===== config.mk =====
export PLATFORM = sky130hd
export DESIGN_NAME = hdr_pay_rejoin
export DESIGN_NICKNAME = d
export VERILOG_FILES = /design/src/rtl/rj_pkg.sv /design/src/rtl/rj_tag_cam.sv /design/src/rtl/rj_pay_store.sv /design/src/rtl/rj_emit.sv /design/src/rtl/hdr_pay_rejoin.sv
export SDC_FILE = /design/constraint.sdc
export NUM_CORES = 1
export LEC_CHECK = 0
export BUFFER_PORTS_ARGS = -buffer_cell sky130_fd_sc_hd__buf_4
export CAP_MARGIN = 0
export CELL_PAD_IN_SITES_DETAIL_PLACEMENT = 2
export CELL_PAD_IN_SITES_GLOBAL_PLACEMENT = 2
export CORE_MARGIN = 2
export CORE_UTILIZATION = 39
export DETAILED_ROUTE_END_ITERATION = 8
export PLACE_DENSITY_LB_ADDON = 0.1
export SETUP_SLACK_MARGIN = 0.5
export SLEW_MARGIN = 20
export SYNTH_ARGS = -nofsm -noshare
export SYNTH_HDL_FRONTEND = slang
export SYNTH_SLANG_ARGS = --single-unit

===== constraint.sdc =====
create_clock -name clk -period 9.55 [get_ports clk]
set_input_delay 2.3875 -clock clk [delete_from_list [all_inputs] [get_ports clk]]
set_output_delay 2.3875 -clock clk [all_outputs]
set_load 0.05 [all_outputs]

===== src/rtl/rj_pkg.sv =====
package rj_pkg;
  typedef enum logic {
    EM_IDLE = 1'b0,
    EM_SEND = 1'b1
  } em_state_t;
endpackage


===== src/rtl/rj_tag_cam.sv =====
module rj_tag_cam #(
  parameter int DEPTH = 8,
  parameter int TAG_W = 4
) (
  input  logic                     clk,
  input  logic                     rst,
  input  logic                     set_en,
  input  logic [$clog2(DEPTH)-1:0] set_idx,
  input  logic [TAG_W-1:0]         set_tag,
  input  logic                     clr_en,
  input  logic [$clog2(DEPTH)-1:0] clr_idx,
  input  logic [TAG_W-1:0]         q_tag_a,
  input  logic [TAG_W-1:0]         q_tag_b,
  input  logic [TAG_W-1:0]         q_tag_c,
  output logic                     hit_a,
  output logic [$clog2(DEPTH)-1:0] idx_a,
  output logic                     hit_b,
  output logic [$clog2(DEPTH)-1:0] idx_b,
  output logic                     hit_c,
  output logic                     free_any,
  output logic [$clog2(DEPTH)-1:0] free_idx,
  output logic [DEPTH-1:0]         ent_valid
);
  localparam int IDX_W = $clog2(DEPTH);

  logic [TAG_W-1:0] ent_tag [DEPTH];
  logic [DEPTH-1:0] m_a, m_b, m_c;

  // one comparator per entry and per lookup
  for (genvar g = 0; g < DEPTH; g++) begin : g_cmp
    assign m_a[g] = ent_valid[g] && (ent_tag[g] == q_tag_a);
    assign m_b[g] = ent_valid[g] && (ent_tag[g] == q_tag_b);
    assign m_c[g] = ent_valid[g] && (ent_tag[g] == q_tag_c);
  end

  always_ff @(posedge clk) begin
    if (rst) begin
      ent_valid <= '0;
    end else begin
      if (clr_en) ent_valid[clr_idx] <= 1'b0;
      if (set_en) ent_valid[set_idx] <= 1'b1;
    end
  end

  always_ff @(posedge clk) begin
    if (set_en) ent_tag[set_idx] <= set_tag;
  end

  // tags are unique among valid entries, so at most one match bit is set
  always_comb begin
    idx_a    = '0;
    idx_b    = '0;
    free_idx = '0;
    for (int i = 0; i < DEPTH; i++) begin
      if (m_a[i]) idx_a = IDX_W'(i);
      if (m_b[i]) idx_b = IDX_W'(i);
    end
    for (int i = DEPTH - 1; i >= 0; i--) begin
      if (!ent_valid[i]) free_idx = IDX_W'(i);
    end
  end

  assign hit_a    = |m_a;
  assign hit_b    = |m_b;
  assign hit_c    = |m_c;
  assign free_any = ~&ent_valid;
endmodule


===== src/rtl/rj_pay_store.sv =====
module rj_pay_store #(
  parameter int DEPTH = 8,
  parameter int PW    = 64
) (
  input  logic                     clk,
  input  logic                     we,
  input  logic [$clog2(DEPTH)-1:0] widx,
  input  logic [PW-1:0]            wdata,
  input  logic [$clog2(DEPTH)-1:0] ridx_a,
  output logic [PW-1:0]            rdata_a,
  input  logic [$clog2(DEPTH)-1:0] ridx_b,
  output logic [PW-1:0]            rdata_b
);
  logic [PW-1:0] mem [DEPTH];

  always_ff @(posedge clk) begin
    if (we) mem[widx] <= wdata;
  end

  assign rdata_a = mem[ridx_a];
  assign rdata_b = mem[ridx_b];
endmodule


===== src/rtl/rj_emit.sv =====
module rj_emit #(
  parameter int DW        = 16,
  parameter int HDR_WORDS = 2,
  parameter int PAY_WORDS = 4,
  parameter int PORT_W    = 3
) (
  input  logic                    clk,
  input  logic                    rst,
  input  logic                    load,
  input  logic [HDR_WORDS*DW-1:0] load_hdr,
  input  logic [PAY_WORDS*DW-1:0] load_pay,
  input  logic [PORT_W-1:0]       load_port,
  output logic                    out_valid,
  input  logic                    out_ready,
  output logic [DW-1:0]           out_data,
  output logic                    out_last,
  output logic [PORT_W-1:0]       out_port
);
  import rj_pkg::*;

  localparam int TOT    = HDR_WORDS + PAY_WORDS;
  localparam int BEAT_W = $clog2(TOT);

  em_state_t         st;
  logic [TOT*DW-1:0] pkt_q;
  logic [BEAT_W-1:0] beat;

  always_ff @(posedge clk) begin
    if (rst) begin
      st   <= EM_IDLE;
      beat <= '0;
    end else if (load) begin
      st   <= EM_SEND;
      beat <= '0;
    end else if (st == EM_SEND && out_ready) begin
      if (beat == BEAT_W'(TOT - 1)) st <= EM_IDLE;
      else                          beat <= beat + 1'b1;
    end
  end

  always_ff @(posedge clk) begin
    if (load) begin
      pkt_q    <= {load_pay, load_hdr};
      out_port <= load_port;
    end else if (st == EM_SEND && out_ready) begin
      pkt_q <= pkt_q >> DW;
    end
  end

  assign out_valid = (st == EM_SEND);
  assign out_data  = pkt_q[DW-1:0];
  assign out_last  = (beat == BEAT_W'(TOT - 1));
endmodule


===== src/rtl/hdr_pay_rejoin.sv =====
module hdr_pay_rejoin #(
  parameter int DEPTH     = 8,
  parameter int TAG_W     = 4,
  parameter int DW        = 16,
  parameter int HDR_WORDS = 2,
  parameter int PAY_WORDS = 4,
  parameter int PORT_W    = 3
) (
  input  logic                    clk,
  input  logic                    rst,
  input  logic                    in_valid,
  output logic                    in_ready,
  input  logic [HDR_WORDS*DW-1:0] in_hdr,
  input  logic [PAY_WORDS*DW-1:0] in_pay,
  output logic                    hx_valid,
  output logic [TAG_W-1:0]        hx_tag,
  output logic [HDR_WORDS*DW-1:0] hx_hdr,
  input  logic                    rt_valid,
  output logic                    rt_ready,
  input  logic [TAG_W-1:0]        rt_tag,
  input  logic [HDR_WORDS*DW-1:0] rt_hdr,
  input  logic [PORT_W-1:0]       rt_port,
  input  logic                    rd_valid,
  input  logic [TAG_W-1:0]        rd_tag,
  output logic                    rd_done,
  output logic                    rd_hit,
  output logic [PAY_WORDS*DW-1:0] rd_pay,
  output logic                    out_valid,
  input  logic                    out_ready,
  output logic [DW-1:0]           out_data,
  output logic                    out_last,
  output logic [PORT_W-1:0]       out_port,
  output logic                    err_miss
);
  localparam int IDX_W = $clog2(DEPTH);
  localparam int PW    = PAY_WORDS * DW;

  logic [TAG_W-1:0] tag_cnt;
  logic [DEPTH-1:0] ent_valid;
  logic             hit_rt, hit_rd, tag_busy, free_any;
  logic [IDX_W-1:0] idx_rt, idx_rd, free_idx;
  logic [PW-1:0]    pay_rt, pay_rd;
  logic             in_fire, rt_fire, rejoin, collide;

  assign in_ready = free_any && !tag_busy;
  assign in_fire  = in_valid && in_ready;
  assign collide  = rt_valid && rd_valid && (rt_tag == rd_tag);
  assign rt_ready = !out_valid && !collide;
  assign rt_fire  = rt_valid && rt_ready;
  assign rejoin   = rt_fire && hit_rt;

  rj_tag_cam #(.DEPTH(DEPTH), .TAG_W(TAG_W)) u_cam (
    .clk      (clk),
    .rst      (rst),
    .set_en   (in_fire),
    .set_idx  (free_idx),
    .set_tag  (tag_cnt),
    .clr_en   (rejoin),
    .clr_idx  (idx_rt),
    .q_tag_a  (rt_tag),
    .q_tag_b  (rd_tag),
    .q_tag_c  (tag_cnt),
    .hit_a    (hit_rt),
    .idx_a    (idx_rt),
    .hit_b    (hit_rd),
    .idx_b    (idx_rd),
    .hit_c    (tag_busy),
    .free_any (free_any),
    .free_idx (free_idx),
    .ent_valid(ent_valid)
  );

  rj_pay_store #(.DEPTH(DEPTH), .PW(PW)) u_store (
    .clk    (clk),
    .we     (in_fire),
    .widx   (free_idx),
    .wdata  (in_pay),
    .ridx_a (idx_rt),
    .rdata_a(pay_rt),
    .ridx_b (idx_rd),
    .rdata_b(pay_rd)
  );

  rj_emit #(.DW(DW), .HDR_WORDS(HDR_WORDS), .PAY_WORDS(PAY_WORDS), .PORT_W(PORT_W)) u_emit (
    .clk      (clk),
    .rst      (rst),
    .load     (rejoin),
    .load_hdr (rt_hdr),
    .load_pay (pay_rt),
    .load_port(rt_port),
    .out_valid(out_valid),
    .out_ready(out_ready),
    .out_data (out_data),
    .out_last (out_last),
    .out_port (out_port)
  );

  // tag counter skips a value that is still parked
  always_ff @(posedge clk) begin
    if (rst) tag_cnt <= '0;
    else if (in_fire || tag_busy) tag_cnt <= tag_cnt + 1'b1;
  end

  always_ff @(posedge clk) begin
    if (rst) begin
      hx_valid <= 1'b0;
      rd_done  <= 1'b0;
      rd_hit   <= 1'b0;
      err_miss <= 1'b0;
    end else begin
      hx_valid <= in_fire;
      rd_done  <= rd_valid;
      rd_hit   <= rd_valid && hit_rd;
      if (rt_fire && !hit_rt) err_miss <= 1'b1;
    end
  end

  always_ff @(posedge clk) begin
    if (in_fire) begin
      hx_tag <= tag_cnt;
      hx_hdr <= in_hdr;
    end
    if (rd_valid) rd_pay <= pay_rd;
  end
endmodule


Yosys cells after proc, flatten, opt, wreduce, memory -nomap -nowiden

Memory sizes are Yosys's and may differ from the RTL's. A register that Yosys moved wholly into a read port is not among the register bits.
Index checks and enable logic that the tools add are counted.

Memories kept: 2
Bits in writable memories: 544
Memory bits (read-only): 0
Bits in latches: 0
Input bits: 145
Bits in registers: 155
Word-level logic and storage cells: 137

Memories:

| name          | words | width | read ports | clocked after Yosys merged registers in | wr ports | line               | text |
|---|---|---|---|---|---|---|---|
| u_store.mem   | 8     | 64    | 2          | 1                                       | 1        | rj_pay_store.sv:14 | `logic [PW-1:0] mem [DEPTH];` |
| u_cam.ent_tag | 8     | 4     | 8          | 0                                       | 1        | rj_tag_cam.sv:26   | `logic [TAG_W-1:0] ent_tag [DEPTH];` |

Magnitude comparators: 4
Bitwise logic cells: 4
Muxes and demuxes: 36
Div/mod/pow operators: 0
Add/subtract/negate cells: 2
Eq/ne operators: 26
Shift-type cells: 0
Multiply operators: 0
Reductions and logical operators: 51

Operators by type and width:

| operator              | count |
|---|---|
| $mux W96              | 2 |
| $eq A4 B4 Y1          | 25 |
| $mux W3               | 16 |
| $logic_and A1 B1 Y1   | 36 |
| $mux W8               | 3 |
| $reduce_or A8 Y1      | 3 |
| $mux W1               | 9 |
| $and A8 B8 Y8         | 1 |
| $lt A3 B4 Y1 const B  | 2 |
| $mux W2               | 4 |
| $not A8 Y8            | 1 |
| $or A8 B8 Y8          | 1 |
| $reduce_and A8 Y1     | 1 |
| $demux W1 S3          | 2 |
| $ge A3 B1 Y1 const B  | 2 |
| $logic_not A1 Y1      | 5 |
| $add A4 B1 Y4 const B | 1 |
| $reduce_and A2 Y1     | 2 |
| $reduce_bool A2 Y1    | 2 |
| $add A3 B1 Y3 const B | 1 |
| $eq A3 B3 Y1 const B  | 1 |
| $reduce_or A2 Y1      | 1 |
| $logic_or A1 B1 Y1    | 1 |
| $not A1 Y1            | 1 |

Longest topological paths before layout

An unclocked memory read counts as a cell.

Word-level depth: 20
Gate-level depth with buffers: 13

Cells and area by module

A second synthesis with hierarchy kept.

Cells, all modules: 1634
Area, all modules: 33606.0 um^2

Modules (own cells, without submodules):

| module         | cells an instance | seq. area each (um^2) | instances | area an instance (um^2) |
|---|---|---|---|---|
| rj_pay_store   | 979               | 15374.7               | 1         | 23102.2 |
| rj_emit        | 245               | 3052.9                | 1         | 4360.4 |
| hdr_pay_rejoin | 135               | 3163.0                | 1         | 3363.2 |
| rj_tag_cam     | 275               | 1121.1                | 1         | 2780.2 |

Worst setup path after synthesis

OpenSTA, ideal clock, no wires.

Kind: input to register
Start: in in_valid
End: mem u_cam.ent_tag[1][0], enable pin
Stages: 2
Buffers on the path: 0
Slack: -0.699 ns
Arrival: 9.559 ns
Cells stage by stage: inv_1 > nor4b_1

Word-level cells in the longest chain between the ends: 3

RTL lines:

| item                          | line                 | text |
|---|---|---|
| start, declared               | hdr_pay_rejoin.sv:11 | `input logic in_valid,` |
| $logic_and A1 B1 Y1           | hdr_pay_rejoin.sv:46 | `assign in_fire = in_valid && in_ready;` |
| $mux W1                       | rj_tag_cam.sv:46     | `if (set_en) ent_tag[set_idx] <= set_tag;` |
| $mux W1 (implied by the code) | rj_tag_cam.sv:46     |  |
| end, declared                 | rj_tag_cam.sv:26     |  |

No other way between the ends.

Worst setup path in the final report

Start: in rt_tag[0]
End: reg u_emit.pkt_q[31], enable pin

Word-level cells in the longest chain between the ends: 7
Elaborated cells between the ends (all ways): 24
Those cells by class: eq/ne: 9; reduce/logical: 15

RTL lines:

| item                                    | line                 | text |
|---|---|---|
| start, declared                         | hdr_pay_rejoin.sv:20 | `input logic [TAG_W-1:0] rt_tag,` |
| $eq A4 B4 Y1                            | hdr_pay_rejoin.sv:47 | `assign collide = rt_valid && rd_valid && (rt_tag == rd_tag);` |
| $logic_and A1 B1 Y1                     | hdr_pay_rejoin.sv:47 |  |
| $logic_not A1 Y1                        | hdr_pay_rejoin.sv:48 | `assign rt_ready = !out_valid && !collide;` |
| $logic_and A1 B1 Y1                     | hdr_pay_rejoin.sv:48 |  |
| $logic_and A1 B1 Y1                     | hdr_pay_rejoin.sv:49 | `assign rt_fire = rt_valid && rt_ready;` |
| $logic_and A1 B1 Y1 (*)                 | hdr_pay_rejoin.sv:50 | `assign rejoin = rt_fire && hit_rt;` |
| $reduce_bool A2 Y1 (no source line) (*) | n/a                  |  |
| end signal, assigned                    | rj_emit.sv:43        | `pkt_q <= {load_pay, load_hdr};` |
| end signal, assigned                    | rj_emit.sv:46        | `pkt_q <= pkt_q >> DW;` |
| end, declared                           | rj_emit.sv:25        | `logic [TOT*DW-1:0] pkt_q;` |

Mark *: on every way between the ends. The rest lies on a longest branch, timed or not.
A chain may end at the register's enable or synchronous reset.

==> flow_summary.ini <==
[run_status]
outcome = completed

[critical_path]
slowest_stage = o22ai_4
crit_path_max_fanout = 62
worstPathArrival_ns = 6.41
ff2ff_path_depth = 9
cpMostUsedCell = buf_4
critPathRequiredTime_ns = 9.81
endpoint_kind = register
crit_path_start_kind = input port
max_stage_delay_ns = 0.79
critPathBufInv = 4
crit_type = in -> reg
cp.depth = 10
critPathTopFamily = buffers and inverters
crit_path_cell_trace = buf_4, xnor2_1, nand3_1, o22ai_4, nor4_4, a21boi_4, buf_4, inv_1, nand2_4, buf_4

[placement]
dp_hpwl_um = 65400
gp_congestion = 0.811
port-buffer-count = 271
placed_cell_area_um2 = 37600

[synthesis]
synth_edf_count = 743
ys_ff_latch = 763
synthAdderAreaFrac_pct = 0.109
ys_types = 58
synth.area.mux_share_pct = 12.4
synth_simple_gate_area_share_pct = 7.21
ys_seq_area_share_pct = 65.7
synth_top_family_by_area = multiplexers
synth_warnings = 0
syn_area_per_cell_um2 = 14.1
synth_nets = 2597
synthesis.area_um2 = 34600
async_flop_share_pct = 0
synth_compound_gate_area_share_pct = 8.85
ys.flop_type = edfxtp_1
synthCells = 2449
synth-xor-area-share_pct = 2.61

[global_route]
antenna_found_initial = 5
overflow = 0
grt_pass1_wl_um = 164000
first_global_vias = 24800
grt_start_max_net_pins = 136
grt_usage_pct = 24.4

[die]
fp-row-count = 109
ioPinCount = 272
chipHeight_um = 302
dieArea_um2 = 91000
start_util_pct = 39.2
core_um2 = 88100
dieWidth_um = 302

[pwr]
p_seq_share_pct = 50.2
p_sw_mw = 1.73
vdd_drop_max_mv = 0.135
p_clk_share_pct = 43.3
swShare_pct = 22.7
p_leak_nw = 13.4
pwr-share-comb_pct = 6.5
powerDensity_nw_per_um2 = 189
p_int_mw = 5.89

[cells_and_area]
drive_gt1_share_pct = 30.2
area_delta_synth_final_pct = 16.8
nets = 2800
final_area_um2 = 40300

[clock_network]
clock_latency_ns = 0.63
clock_sinks = 763
cts-resized-gates = 0
cts-root-buf = clkbuf_16
htreeDepth = 3
holdBufCountCts = 0
cts_buffers = 87
clockBufferDepth = 3
clk_pin_slew_ns = 0.06
cts_tree = built
postCtsSetupBuffers = 0

[detailed_routing]
routed_via_density = 5.77
ant_nets = 0
drtIter0Drc = 1259
dr.pass1.iters = 5
wire_per_inst_um = 28.7
via_count = 22400
drc = 0
routed_wl_um = 112000

[run]
drv_cap = 0

[sta]
max_clock_freq_ghz = 0.162
worst_pin_slew_ns = 1.14
drv_slew = 0
fin_setup_tns_ns = 0
hold_violations = 0
final.min_clock_period_ns = 6.15
post-route-period-util_pct = 64.4
rsz0062_at_grt = no
final.setup_skew_ns = 0.0189
finalSetupViolCount = 0
maxSlewHeadroom_pct = 24.1

[worst_hold_path]
hold_path_depth = 2
hold_path.class = reg -> reg
==> flip-flops by register name (all words and copies together), names as in the netlist <==
| signal | flops |
|---|---|
| hx_tag | 4 |
| err_miss | 1 |
| u_emit.pkt_q | 96 |
| rd_hit | 1 |
| rd_done | 1 |
| tag_cnt | 4 |
| u_store.mem | 512 |
| u_cam.ent_valid | 8 |
| u_emit.out_port | 3 |
| u_cam.ent_tag | 32 |
| rd_pay | 64 |
| u_emit.out_valid | 1 |
| hx_hdr | 32 |
| u_emit.beat | 3 |
| hx_valid | 1 |
==> final timing paths <==
path,slack [ns],from,endpoint
worst max-delay path,3.40,rt_tag[0],u_emit.pkt_q[31]$_DFFE_PP_
worst max register to register,4.70,tag_cnt[0]$_SDFFE_PP0P_,u_store.mem[5][36]$_DFFE_PP_
worst min register to register,0.54,u_emit.beat[1]$_SDFFE_PP0P_,u_emit.beat[1]$_SDFFE_PP0P_
worst min-delay path,0.54,u_emit.beat[1]$_SDFFE_PP0P_,u_emit.beat[1]$_SDFFE_PP0P_
==> power groups by stage <==
stage	registers, mW	logic [mW]	clock network, mW
4_1_cts	3.82	0.506	3.37
6_report	3.82	0.498	3.30
5_1_grt	3.83	0.532	3.50
3_5_place_dp	3.89	0.503	0
2_1_floorplan	3.98	0.194	0
3_3_place_gp	3.89	0.490	0
==> worst reg2reg max path, delay by kind of cell, from the launching register on <==
| family | cells | cell delay, ns |
|---|---|---|
| AOI/OAI and AO/OA | 1 | 0.23 |
| and+or+nand+nor | 6 | 2.18 |
| buffers and inverters | 1 | 0.85 |
| xor gates and xnor gates | 1 | 0.20 |
| DFF | 1 | 0.98 |
==> per-stage QoR <==
stage / utilization, % / std cells / power [mW] / hold WS, ns / setup WS (ns)
after floorplan: - / 2449 / 4.17 / 0.495 / 1.89
after global placement: 42.6 / 3727 / 4.38 / 0.509 / 2.76
after detailed placement: 42.6 / 3728 / 4.40 / 0.537 / 2.65
after CTS: 45.8 / 3887 / 7.70 / 0.540 / 3.32
after global routing: 45.8 / 3888 / 7.86 / 0.562 / 3.04
final: 45.8 / 3888 / 7.62 / 0.541 / 3.40
==> kinds of logic (layout without fill, tap and decap cells) <==
kind of cell | count (synthesis) | after routing
other | 0 | 1
buffers and inverters | 209 | 482
muxes | 368 | 368
DFF | 763 | 763
adders and majority gates | 3 | 3
and+or+nand+nor | 577 | 577
xor gates and xnor gates | 103 | 103
AOI/OAI and AO/OA | 426 | 426
==> layout by cell type, fill, tap and decap left out, types with 19 or more instances in the layout <==
cell type and n:
edfxtp_1 743, a31oi_1 53, clkbuf_16 90, o21ai_0 38
clkbuf_1 19, mux2_2 288, a21oi_1 58, nand2_1 153
xnor2_1 44, mux2_4 45, dfxtp_1 20, buf_4 304
a221oi_2 31, xor2_1 59, mux2i_1 33, a311oi_1 48
nand3_1 146, o22ai_1 146, nor2_1 223, clkinv_1 20
==> Yosys cell counts, drive strengths merged, types with 5 or more instances <==
master  instances  area [um2]
a21oi          60         304
a221oi         47         606
a311oi         48         420
a31oi          53         332
buf           110         707
clkbuf         87         327
dfxtp          20         400
edfxtp        743       22300
inv            12        45.0
mux2          335        3940
mux2i          33         330
nand2         154         578
nand3         147         736
nor2          228         856
nor2b           5        31.3
nor3           18        95.1
nor4            7        71.3
o21ai          39         195
o22ai         148         938
o31a           16         140
xnor2          44         385
xor2           59         517
==> final cells by class <==
| type | instances | area [um2] |
|---|---|---|
| inverters | 12 | 57.6 |
| clock inverters | 50 | 452 |
| diodes | 1 | 2.50 |
| well taps | 1165 | 1460 |
| multi-input cells | 1477 | 10900 |
| repair buffers | 311 | 2430 |
| clock buffers | 109 | 2320 |
| fillers | 8497 | 47800 |
| flip-flops and latches | 763 | 22700 |
==> routing by layer <==
metal | track usage, % | wire length [um]
met1 | 32.2 | 49100
met2 | 41.9 | 55500
met4 | 6.67 | 2480
met3 | 3.31 | 4550
met5 | 0 | 36
Power figures use the tool's default switching activity.
